**config.mk**
```make
export PLATFORM = sky130hd
export DESIGN_NAME = fpu_flag_acc
export DESIGN_NICKNAME = d
export VERILOG_FILES = /design/src/rtl/fpu_flag_pkg.sv /design/src/rtl/fpu_cause_fold.sv /design/src/rtl/fpu_flag_reg.sv /design/src/rtl/fpu_exc_gen.sv /design/src/rtl/fpu_flag_acc.sv
export SDC_FILE = /design/constraint.sdc
export NUM_CORES = 1
export LEC_CHECK = 0
export BUFFER_PORTS_ARGS = -buffer_cell sky130_fd_sc_hd__buf_2
export CAP_MARGIN = 10
export CELL_PAD_IN_SITES_DETAIL_PLACEMENT = 1
export CELL_PAD_IN_SITES_GLOBAL_PLACEMENT = 2
export CORE_MARGIN = 2
export CORE_UTILIZATION = 27
export DETAILED_ROUTE_END_ITERATION = 16
export MAX_ROUTING_LAYER = met4
export PLACE_DENSITY = 0.81
export SYNTH_ARGS = -nofsm -noshare
export SYNTH_HDL_FRONTEND = slang
export SYNTH_SLANG_ARGS = --single-unit
```
**constraint.sdc**
```tcl
create_clock -name clk -period 3.6 [get_ports clk]
set_clock_uncertainty 0.2 [all_clocks]
set_input_delay 0.9 -clock clk [delete_from_list [all_inputs] [get_ports clk]]
set_output_delay 0.9 -clock clk [all_outputs]
set_load 0.01 [all_outputs]
```
**src/rtl/fpu_flag_pkg.sv**
```systemverilog
package fpu_flag_pkg;
   // implemented width of the control/status word
   localparam int FLAG_BITS = 12;

   // register bit positions (bits 2..1 rounding mode, bit 7 spare: storage only)
   localparam int B_EN  = 0;
   localparam int B_OVF = 3;
   localparam int B_UNF = 4;
   localparam int B_SNF = 5;
   localparam int B_QNF = 6;
   localparam int B_IXF = 8;
   localparam int B_IVF = 9;
   localparam int B_INF = 10;
   localparam int B_DZF = 11;

   // cause vector positions
   localparam int ST_W   = 13;
   localparam int S_SNAN = 0;
   localparam int S_QNAN = 1;
   localparam int S_ISI  = 2;
   localparam int S_IDI  = 3;
   localparam int S_ZDZ  = 4;
   localparam int S_IMZ  = 5;
   localparam int S_CVI  = 6;
   localparam int S_CMP  = 7;
   localparam int S_SQRT = 8;
   localparam int S_OVF  = 9;
   localparam int S_UNF  = 10;
   localparam int S_DZ   = 11;
   localparam int S_INX  = 12;

   localparam logic [ST_W-1:0] INVALID_SET =
      ST_W'((1 << S_SNAN) | (1 << S_QNAN) | (1 << S_ISI) | (1 << S_IDI) |
            (1 << S_ZDZ)  | (1 << S_IMZ)  | (1 << S_CVI) | (1 << S_CMP) |
            (1 << S_SQRT));
   localparam logic [ST_W-1:0] INF_SET = ST_W'((1 << S_ISI) | (1 << S_IDI));

   localparam logic [FLAG_BITS-1:0] FLAG_MASK =
      FLAG_BITS'((1 << B_OVF) | (1 << B_UNF) | (1 << B_SNF) | (1 << B_QNF) |
                 (1 << B_IXF) | (1 << B_IVF) | (1 << B_INF) | (1 << B_DZF));

   // flag bits that one cause bit drives
   function automatic logic [FLAG_BITS-1:0] cause_route(input int c);
      logic [FLAG_BITS-1:0] r;
      r = '0;
      if (INVALID_SET[c]) r[B_IVF] = 1'b1;
      if (INF_SET[c])     r[B_INF] = 1'b1;
      if (c == S_SNAN)    r[B_SNF] = 1'b1;
      if (c == S_QNAN)    r[B_QNF] = 1'b1;
      if (c == S_OVF)     r[B_OVF] = 1'b1;
      if (c == S_UNF)     r[B_UNF] = 1'b1;
      if (c == S_DZ)      r[B_DZF] = 1'b1;
      if (c == S_INX)     r[B_IXF] = 1'b1;
      return r;
   endfunction
endpackage

```
**src/rtl/fpu_cause_fold.sv**
```systemverilog
module fpu_cause_fold
   import fpu_flag_pkg::*;
(
   input  logic [ST_W-1:0]      status,
   output logic [FLAG_BITS-1:0] raise
);
   logic [ST_W-1:0][FLAG_BITS-1:0] contrib;

   // one routing term per cause bit
   for (genvar g = 0; g < ST_W; g++) begin : g_cause
      assign contrib[g] = status[g] ? cause_route(g) : '0;
   end

   always_comb begin
      raise = '0;
      for (int i = 0; i < ST_W; i++) raise = raise | contrib[i];
   end
endmodule

```
**src/rtl/fpu_flag_reg.sv**
```systemverilog
module fpu_flag_reg
   import fpu_flag_pkg::*;
(
   input  logic                 clk,
   input  logic                 rst,
   input  logic                 wr_en,
   input  logic [FLAG_BITS-1:0] wdata,
   input  logic                 upd,
   input  logic [FLAG_BITS-1:0] raise,
   output logic [FLAG_BITS-1:0] word_q,
   output logic [FLAG_BITS-1:0] word_nxt,
   output logic                 fire
);
   // hardware update only when enabled and software is not writing
   assign fire     = upd && word_q[B_EN] && !wr_en;
   assign word_nxt = word_q | raise;

   always_ff @(posedge clk) begin
      if (rst)        word_q <= '0;
      else if (wr_en) word_q <= wdata;
      else if (fire)  word_q <= word_nxt;
   end
endmodule

```
**src/rtl/fpu_exc_gen.sv**
```systemverilog
module fpu_exc_gen
   import fpu_flag_pkg::*;
#(
   parameter int PC_W = 32
) (
   input  logic                 clk,
   input  logic                 rst,
   input  logic                 fire,
   input  logic [FLAG_BITS-1:0] word_nxt,
   input  logic [PC_W-1:0]      pc_in,
   output logic                 req,
   output logic [PC_W-1:0]      pc_out
);
   logic raise_req;
   assign raise_req = fire && |(word_nxt & FLAG_MASK);

   always_ff @(posedge clk) begin
      if (rst) begin
         req    <= 1'b0;
         pc_out <= '0;
      end else begin
         req <= raise_req;
         if (raise_req) pc_out <= pc_in;
      end
   end
endmodule

```
**src/rtl/fpu_flag_acc.sv**
```systemverilog
module fpu_flag_acc
   import fpu_flag_pkg::*;
#(
   parameter int PC_W  = 32,
   parameter int CSR_W = 12
) (
   input  logic                 clk,
   input  logic                 rst,
   input  logic                 op_done,
   input  logic [ST_W-1:0]      op_status,
   input  logic [PC_W-1:0]      prev_pc,
   input  logic                 sw_wr,
   input  logic [CSR_W-1:0]     sw_wdata,
   output logic [CSR_W-1:0]     csr_q,
   output logic                 exc_req,
   output logic [PC_W-1:0]      exc_pc
);
   localparam int PAD_W = CSR_W - FLAG_BITS;

   if (CSR_W < FLAG_BITS) begin : g_bad_csr_w
      $error("CSR_W must be at least the implemented flag width");
   end
   if (PC_W < 1) begin : g_bad_pc_w
      $error("PC_W must be positive");
   end

   logic [FLAG_BITS-1:0] raise;
   logic [FLAG_BITS-1:0] word_q;
   logic [FLAG_BITS-1:0] word_nxt;
   logic                 fire;

   fpu_cause_fold u_fold (
      .status (op_status),
      .raise  (raise)
   );

   fpu_flag_reg u_reg (
      .clk      (clk),
      .rst      (rst),
      .wr_en    (sw_wr),
      .wdata    (sw_wdata[FLAG_BITS-1:0]),
      .upd      (op_done),
      .raise    (raise),
      .word_q   (word_q),
      .word_nxt (word_nxt),
      .fire     (fire)
   );

   fpu_exc_gen #(.PC_W(PC_W)) u_exc (
      .clk      (clk),
      .rst      (rst),
      .fire     (fire),
      .word_nxt (word_nxt),
      .pc_in    (prev_pc),
      .req      (exc_req),
      .pc_out   (exc_pc)
   );

   // bits above the implemented word read zero
   if (PAD_W > 0) begin : g_pad
      assign csr_q = {{PAD_W{1'b0}}, word_q};
   end else begin : g_exact
      assign csr_q = word_q;
   end
endmodule

```
Word level (Yosys, flattened, before mapping) --
Cells that the tools add are included.
Cells by class: mux-type cells 15, reduce and logical (&&, ||, !) cells 6, bitwise operators 13
Operators by type and width (count):
- $or 12x12->12 | 13
- $mux 10 | 7
- $mux 12 | 3
- $mux 11 | 2
- $mux 9 | 1
- $reduce_or 8->1 | 1
- $mux 5 | 1
- $mux 4 | 1
- $logic_and 1x1->1 | 3
- $reduce_bool 2->1 | 1
- $logic_not 1->1 | 1
Storage, ports and cells: register bits after elaboration 45, output and inout bits 45, bits of input ports 61

Depth between registers and ports, before layout --
Gate-level depths: netlist (run 1).
depth after elaboration 16, mapped depth 7, depth with buffers taken out 4

Hierarchy --
Synthesis (run 1) repeated with hierarchy kept, for this count alone.
Unflattened totals: cell total of the unflattened synthesis 225, area, all modules 2230.9 µm²
By module, submodules not included:
- fpu_exc_gen | seq. area each 660.6 µm², cells an instance 144, area an instance 1511.4 µm², times used 1
- fpu_flag_reg | seq. area each 240.2 µm², cells an instance 66, area an instance 615.6 µm², times used 1
- fpu_cause_fold | seq. area each 0.0 µm², cells an instance 15, area an instance 103.8 µm², times used 1

Worst setup path after synthesis (run 1) --
OpenSTA, ideal clock, no wires.
kind in2reg, start input port op_status[4], end register u_exc.pc_out[0], required time 3.281 ns, library setup time 0.119 ns, path buffers 2, data arrival time 1.829 ns, stages on the path 6, slack 1.452 ns, cells stage by stage nor4_1 > nand3_1 > o21a_1 > buf_6 > buf_8 > mux2i_1
On the way: cells in the longest elaborated chain, start to end 13
RTL lines:
- from (decl) | RTL line fpu_flag_acc.sv:10 | input logic [ST_W-1:0] op_status,
- $mux 10 | RTL line fpu_cause_fold.sv:11 | assign contrib[g] = status[g] ? cause_route(g) : '0;
- $or 12x12->12 (9 in a row) | RTL line fpu_cause_fold.sv:16 | for (int i = 0; i < ST_W; i++) raise = raise | contrib[i];
- $or 12x12->12 | RTL line fpu_flag_reg.sv:16 | assign word_nxt = word_q | raise;
- $reduce_or 8->1 | RTL line fpu_exc_gen.sv:15 | assign raise_req = fire && |(word_nxt & FLAG_MASK);
- $logic_and 1x1->1 | RTL line fpu_exc_gen.sv:15
- to (signal assigned) | RTL line fpu_exc_gen.sv:23 | if (raise_req) pc_out <= pc_in;
- to (decl) | RTL line fpu_exc_gen.sv:12 | output logic [PC_W-1:0] pc_out
No other way between the ends. A chain may end at the register's enable or synchronous reset.

Worst setup path in the final report (run 1) --
start input port sw_wr, end register u_exc.pc_out[19]
On the way: cells in the longest elaborated chain, start to end 3
RTL lines:
- from (decl) | RTL line fpu_flag_acc.sv:12 | input logic sw_wr,
- $logic_not 1->1 | RTL line fpu_flag_reg.sv:15 | assign fire = upd && word_q[B_EN] && !wr_en;
- $logic_and 1x1->1 | RTL line fpu_flag_reg.sv:15
- $logic_and 1x1->1 | RTL line fpu_exc_gen.sv:15
No other way between the ends.

==> results of run 1 <==
[layer usage]
layer | wire length, um | track usage [%] | vias up | part of all wire, %
li1 | - | - | 884 | -
met1 | 2250 | 15.8 | 784 | 45
met2 | 2320 | 19.4 | 58 | 47
met3 | 336 | 3.86 | 8 | 6.7
met4 | 77 | 4.62 | 0 | 1.5
met5 | 0 | - | - | 0
[how the worst max path moves through the flow]
stage,startpoint,to,cells after the start
after floorplan,op_status[4],u_exc.pc_out[0]$_SDFFE_PP0P_,6
after global placement,op_status[4],u_exc.pc_out[17]$_SDFFE_PP0P_,6
after detailed placement,op_status[4],u_exc.pc_out[17]$_SDFFE_PP0P_,6
after CTS,op_status[4],u_exc.pc_out[8]$_SDFFE_PP0P_,6
after global routing,op_status[4],u_exc.pc_out[17]$_SDFFE_PP0P_,6
final,sw_wr,u_exc.pc_out[19]$_SDFFE_PP0P_,5
[Yosys cell counts, types with 3 or more instances]
cell type / number
a21oi_1: 8
a31oi_1: 6
buf_8: 3
clkbuf_1: 10
dfxtp_1: 45
mux2i_1: 36
nand2b_1: 64
nor2_1: 20
nor3_1: 3
nor4_1: 3
[power by group]
group	switching [uW]	leakage [uW]	internal [uW]
clock	176	0.0000681	276
sequential	10.5	0.000366	512
combinational	56.7	0.000776	64.7
[flip-flops by register name, indices dropped and copies added, names as in the netlist]
register and cells:
u_reg.word_q 12, u_exc.req 1, u_exc.pc_out 32
[logic make-up after synthesis]
family / after synthesis / synth area share [%]
compound gates: 16 / 4.49
simple gates: 97 / 27.5
flops: 45 / 44.9
buf+inv: 16 / 5.17
mux: 36 / 18.0
[cell type report]
class                      instances  area, um2
fill                             899       4510
multi-input combinational        149       1000
sequential                        45        901
timing repair buffer             106        546
tap                               99        124
clock buffer                       5       68.8
clock inverter                     3       65.1
[per-stage QoR]
| stage | worst slack [ns] | hold WS, ns | util, % | power, uW | cells |
|---|---|---|---|---|---|
| floorplan | 1.45 | 0.293 | - | 601 | 210 |
| global placement | 1.02 | 0.259 | 35.7 | 655 | 399 |
| detailed placement | 1.01 | 0.263 | 35.7 | 658 | 399 |
| CTS | 1.34 | 0.279 | 37.5 | 1120 | 407 |
| global route | 1.23 | 0.287 | 37.5 | 1150 | 407 |
| finish | 1.36 | 0.276 | 37.5 | 1100 | 407 |
[worst reg2reg max path, delay by kind of cell (launching register included)]
kind | cells | cell delay (ns)
AO/OA/AOI/OAI | 1 | 0.52
multiplexers | 1 | 0.20
buffers and inverters | 1 | 0.25
AND/OR/NAND/NOR | 2 | 0.27
flip-flops | 1 | 0.52
==> flow_metrics.py, run 1 <==
metrics = {
    "die": {
        "start_util_pct": 27.8,
        "die_w_um": 90.2,
        "fp-row-count": 31,
        "dieArea_mm2": 0.00814,
        "dieHeight_um": 90.2,
        "core_mm2": 0.00721,
        "ios": 106,
    },
    "drt": {
        "vias_per_cell": 4.26,
        "drt_first_pass_iters": 4,
        "drt_wl_total_um": 4980,
        "num_vias": 1734,
        "wl_per_cell_um": 12.2,
        "drc_errors": 0,
        "drt_first_iter_violations": 48,
        "ant_nets": 0,
    },
    "run": {
        "cap_viol_max_count": 0,
    },
    "worst_setup_path": {
        "cp.arrival_ns": 2.27,
        "r2r-end": "u_exc.pc_out[19]$_SDFFE_PP0P_",
        "crit_family": "compound AO/OA/AOI/OAI gates",
        "path_class": "input port to flip-flop",
        "reg2reg_from": "u_reg.word_q[0]$_SDFFE_PP0P_",
        "crit_path_max_incr_delay_ns": 0.52,
        "r2r_slack_ns": 1.58,
        "path_buf_inv": 2,
        "cp-start-kind": "input port",
        "cp.required_ns": 3.64,
        "r2r_cells": 5,
        "crit_fanout": 21,
        "end_kind": "flip-flop",
        "path_cells": "buf_2, nor2_1, o21a_2, buf_12, mux2i_1",
        "crit_slowest_cell": "o21a_2",
    },
    "min_path": {
        "min_to": "u_exc.pc_out[3]$_SDFFE_PP0P_",
        "hold_path.class": "flip-flop to flip-flop",
        "min_from": "u_exc.pc_out[3]$_SDFFE_PP0P_",
        "hold_depth": 2,
    },
    "grt": {
        "grt_pass1_vias": 1703,
        "grt-ovfl-total": 0,
        "grt.total_usage_pct": 12.7,
        "antenna_found_initial": 0,
        "grt_pass1_wl_um": 8190,
        "grt_max_degree": 78,
    },
    "cts": {
        "post_cts_buffers": 0,
        "numCtsBuffers": 5,
        "cts_resized": 0,
        "cts_buffer_depth": 2,
        "cts_tree": "built",
        "cts_sinks": 45,
        "cts-root-buf": "clkbuf_8",
        "clk_latency_ns": 0.30,
        "h-tree-depth": 2,
        "clkTransAtPathRegs_ns": 0.09,
        "postCtsHoldBufs": 0,
    },
    "run_status": {
        "status": "finished clean",
    },
    "synthesis": {
        "yosys_warnings": 0,
        "synth.area.top_cells": "dfxtp_1 (45%), nand2b_1 (20%), mux2i_1 (18%)",
        "yosysSeqAreaShare_pct": 44.9,
        "synth_top_area_share_pct": 44.9,
        "synth_ff_type": "dfxtp_1",
        "synth.avg_cell_area_um2": 9.56,
        "synth_largest_area_cell": "dfxtp_1",
        "ys_async_sr_fraction_pct": 0,
        "yosysUniqueCellTypes": 18,
        "synth_nets": 271,
        "netlist_area_mm2": 0.00201,
        "ys_ff_latch": 45,
        "synth_cells": 210,
        "synth_edf_count": 0,
    },
    "power": {
        "leakage_uw": 0.00121,
        "vdd_ir_drop_max_mv": 0.178,
        "power_density_mw_per_mm2": 405,
    },
    "timing": {
        "min_period_over_period_pct": 62.1,
        "worstMarginPinSlew_ns": 0.998,
        "clock.fmax_ghz": 0.447,
        "finalSetupViolCount": 0,
        "finalCriticalPeriod_ns": 2.24,
        "rsz0062_at_grt": "no",
        "tns_ns": 0,
        "hold_viol": 0,
        "drv_slew": 0,
        "relSlewSlack_pct": 33.4,
    },
    "finish": {
        "area_growth_pct": 34.9,
        "final_common_cell": "buf_2",
        "n_antenna_cell": 0,
        "finalInstanceArea_mm2": 0.00271,
        "layout-drive-gt1-share_pct": 37.7,
        "final_cell_mix": "buf_2 (105), nand2b_1 (64), dfxtp_1 (45), mux2i_1 (36), nor2_1 (20)",
        "layout.nets": 368,
    },
    "place": {
        "placed_cell_area_mm2": 0.00257,
        "dp_hpwl_um": 3630,
        "port_buffers": 105,
        "place.gp.congestion": 0.784,
    },
}
No activity file was read; power rests on OpenSTA's default activity.
==> inputs of run 2 (changes only) <==
--- a/config.mk
+++ b/config.mk
@@ -10,10 +10,10 @@
 export CELL_PAD_IN_SITES_DETAIL_PLACEMENT = 1
 export CELL_PAD_IN_SITES_GLOBAL_PLACEMENT = 2
 export CORE_MARGIN = 2
-export CORE_UTILIZATION = 27
+export CORE_UTILIZATION = 22
 export DETAILED_ROUTE_END_ITERATION = 16
 export MAX_ROUTING_LAYER = met4
-export PLACE_DENSITY = 0.81
+export PLACE_DENSITY = 0.7
 export SYNTH_ARGS = -nofsm -noshare
 export SYNTH_HDL_FRONTEND = slang
 export SYNTH_SLANG_ARGS = --single-unit
==> constraint.sdc (replaced) <==
create_clock -name clk -period 1.9 [get_ports clk]
set_clock_uncertainty 0.2 [all_clocks]
set_input_delay 0.475 -clock clk [delete_from_list [all_inputs] [get_ports clk]]
set_output_delay 0.475 -clock clk [all_outputs]
set_load 0.01 [all_outputs]
==> run 2 against run 1 <==
Effect of this change: die area grew 22%; global-route usage shrank 1.7 points; register-to-register slack lost 1.4 ns; highest routed layer unchanged; via count grew 2.3%.
==> flow_metrics.py, run 2 (synthesis gave the netlist of run 1 again) <==
metrics = {
    "run_status": {
        "status": "finished clean",
    },
    "finish": {
        "fin_cells": 422,
        "largest_register_ffs": 32,
        "reg_top3": "u_exc.pc_out x32, u_reg.word_q x12, u_exc.req x1",
        "fin_util_pct": 31.1,
        "layout-drive-gt1-share_pct": 38.5,
        "area_growth_pct": 35.8,
        "n_antenna_cell": 0,
        "finalInstanceArea_mm2": 0.00273,
        "final_cell_mix": "buf_2 (105), nand2b_1 (64), dfxtp_1 (45), mux2i_1 (36), nor2_1 (20)",
        "final_common_cell": "buf_2",
        "top_register": "u_exc.pc_out",
        "layout.nets": 374,
    },
    "place": {
        "placed_cell_area_mm2": 0.00264,
        "pre_cts_slack_ns": -0.0475,
        "dp_cells": 414,
        "place.gp.congestion": 0.757,
        "dp_hpwl_um": 3940,
        "port_buffers": 105,
    },
    "drt": {
        "drc_errors": 0,
        "num_vias": 1774,
        "met3_length_um": 302,
        "ant_nets": 0,
        "wl_per_cell_um": 12.6,
        "drt_wl_total_um": 5300,
        "vias_per_cell": 4.20,
        "wl_met1_um": 2480,
        "met2_length_um": 2430,
        "drt_first_pass_iters": 4,
        "topRoutingLayerUsed": "met4",
        "drt_first_iter_violations": 34,
    },
    "worst_setup_path": {
        "end_kind": "flip-flop",
        "cp.arrival_ns": 1.67,
        "r2r_slack_ns": 0.20,
        "crit_slowest_cell": "nor4_1",
        "crit_fanout": 9,
        "cp.required_ns": 1.88,
        "path_cells": "nor4_1, nand3_1, o21a_2, buf_4, mux2i_1",
        "path_class": "flip-flop to flip-flop",
        "r2r_cells": 5,
        "crit_path_max_incr_delay_ns": 0.34,
        "r2r-end": "u_exc.pc_out[1]$_SDFFE_PP0P_",
        "cp-start-kind": "flip-flop",
        "reg2reg_from": "u_reg.word_q[11]$_SDFFE_PP0N_",
    },
    "grt": {
        "grt_max_degree": 78,
        "grt_pass1_wl_um": 8510,
        "grt_pass1_vias": 1769,
        "grt.total_usage_pct": 11.0,
        "grt-ovfl-total": 0,
        "antenna_found_initial": 0,
    },
    "die": {
        "die_w_um": 99.5,
        "dieArea_mm2": 0.00990,
        "dieHeight_um": 99.5,
        "ios": 106,
        "start_util_pct": 22.9,
        "fp-row-count": 34,
        "core_mm2": 0.00876,
    },
    "cts": {
        "clkTransAtPathRegs_ns": 0.08,
        "h-tree-depth": 2,
        "cts_sinks": 45,
        "numCtsBuffers": 5,
        "cts_tree": "built",
        "post_cts_buffers": 0,
        "cts_buffer_depth": 2,
        "cts-root-buf": "clkbuf_8",
        "clk_latency_ns": 0.29,
        "cts_resized": 0,
        "postCtsHoldBufs": 0,
    },
    "timing": {
        "min_period_over_period_pct": 89.3,
        "drv_slew": 0,
        "finalSetupViolCount": 0,
        "hold_viol": 0,
        "clock.fmax_ghz": 0.589,
        "rsz0062_at_grt": "no",
        "worstMarginPinSlew_ns": 0.306,
        "tns_ns": 0,
        "timing.final.ws_setup_ns": 0.203,
        "finalCriticalPeriod_ns": 1.70,
        "relSlewSlack_pct": 79.4,
    },
    "min_path": {
        "min_from": "sw_wdata[11]",
        "min_to": "u_reg.word_q[11]$_SDFFE_PP0N_",
        "hold_depth": 3,
        "hold_path.class": "input port to flip-flop",
    },
    "power": {
        "power_frac_seq_pct": 54.7,
        "internal_power_uw": 1360,
        "power_switching_uw": 448,
        "clkPwrFrac_pct": 31.7,
        "pwr-share-comb_pct": 13.6,
        "vdd_ir_drop_max_mv": 0.275,
        "switching_share_pct": 24.8,
        "leakage_uw": 0.00122,
        "power_density_mw_per_mm2": 662,
    },
    "run": {
        "cap_viol_max_count": 0,
    },
}
[run 2: through the flow]
| step | total power, uW | hold WS, ns |
|---|---|---|
| floorplan | 1140 | 0.293 |
| global placement | 1260 | 0.257 |
| detailed placement | 1260 | 0.265 |
| CTS | 1850 | 0.201 |
| global route | 1910 | 0.216 |
| finish | 1800 | 0.212 |
[run 2: worst max path at each step]
| stage | start | depth (start not counted) | end |
|---|---|---|---|
| 2_1_floorplan | op_status[4] | 6 | u_exc.pc_out[0]$_SDFFE_PP0P_ |
| 3_3_place_gp | op_status[4] | 6 | u_exc.pc_out[29]$_SDFFE_PP0P_ |
| 3_5_place_dp | op_status[4] | 6 | u_exc.pc_out[1]$_SDFFE_PP0P_ |
| 4_1_cts | u_reg.word_q[11]$_SDFFE_PP0N_ | 5 | u_exc.pc_out[1]$_SDFFE_PP0P_ |
| 5_1_grt | u_reg.word_q[11]$_SDFFE_PP0N_ | 5 | u_exc.pc_out[29]$_SDFFE_PP0P_ |
| 6_report | u_reg.word_q[11]$_SDFFE_PP0N_ | 5 | u_exc.pc_out[1]$_SDFFE_PP0P_ |
[run 2: worst max-delay path, delay by kind of cell (launching register included)]
kind | cells | cell delay [ns]
AND/OR/NAND/NOR | 2 | 0.48
multiplexers | 1 | 0.13
flip-flops | 1 | 0.33
AO/OA/AOI/OAI | 1 | 0.25
buffers and inverters | 1 | 0.20
[run 2: power by group through the flow]
stage | Sequential [uW] | Clock, uW | Combinational, uW
finish | 987 | 572 | 245
detailed placement | 1010 | 0 | 251
floorplan | 1020 | 0 | 118
CTS | 988 | 614 | 252
global placement | 1010 | 0 | 248
global route | 991 | 645 | 276
[run 2: cell type report]
class / instances / area, um2
clock buffers: 6 / 72.6
clock inverters: 2 / 10.0
fillers: 1065 / 6040
multi-input cells: 149 / 1000
flip-flops and latches: 45 / 901
well taps: 108 / 135
repair buffers: 112 / 603
[run 2: metal layers]
layer | up-vias | global-route usage (%)
met5 | - | -
met4 | 0 | 4.21
met3 | 7 | 2.53
met2 | 58 | 17.2
met1 | 816 | 13.8
li1 | 893 | -
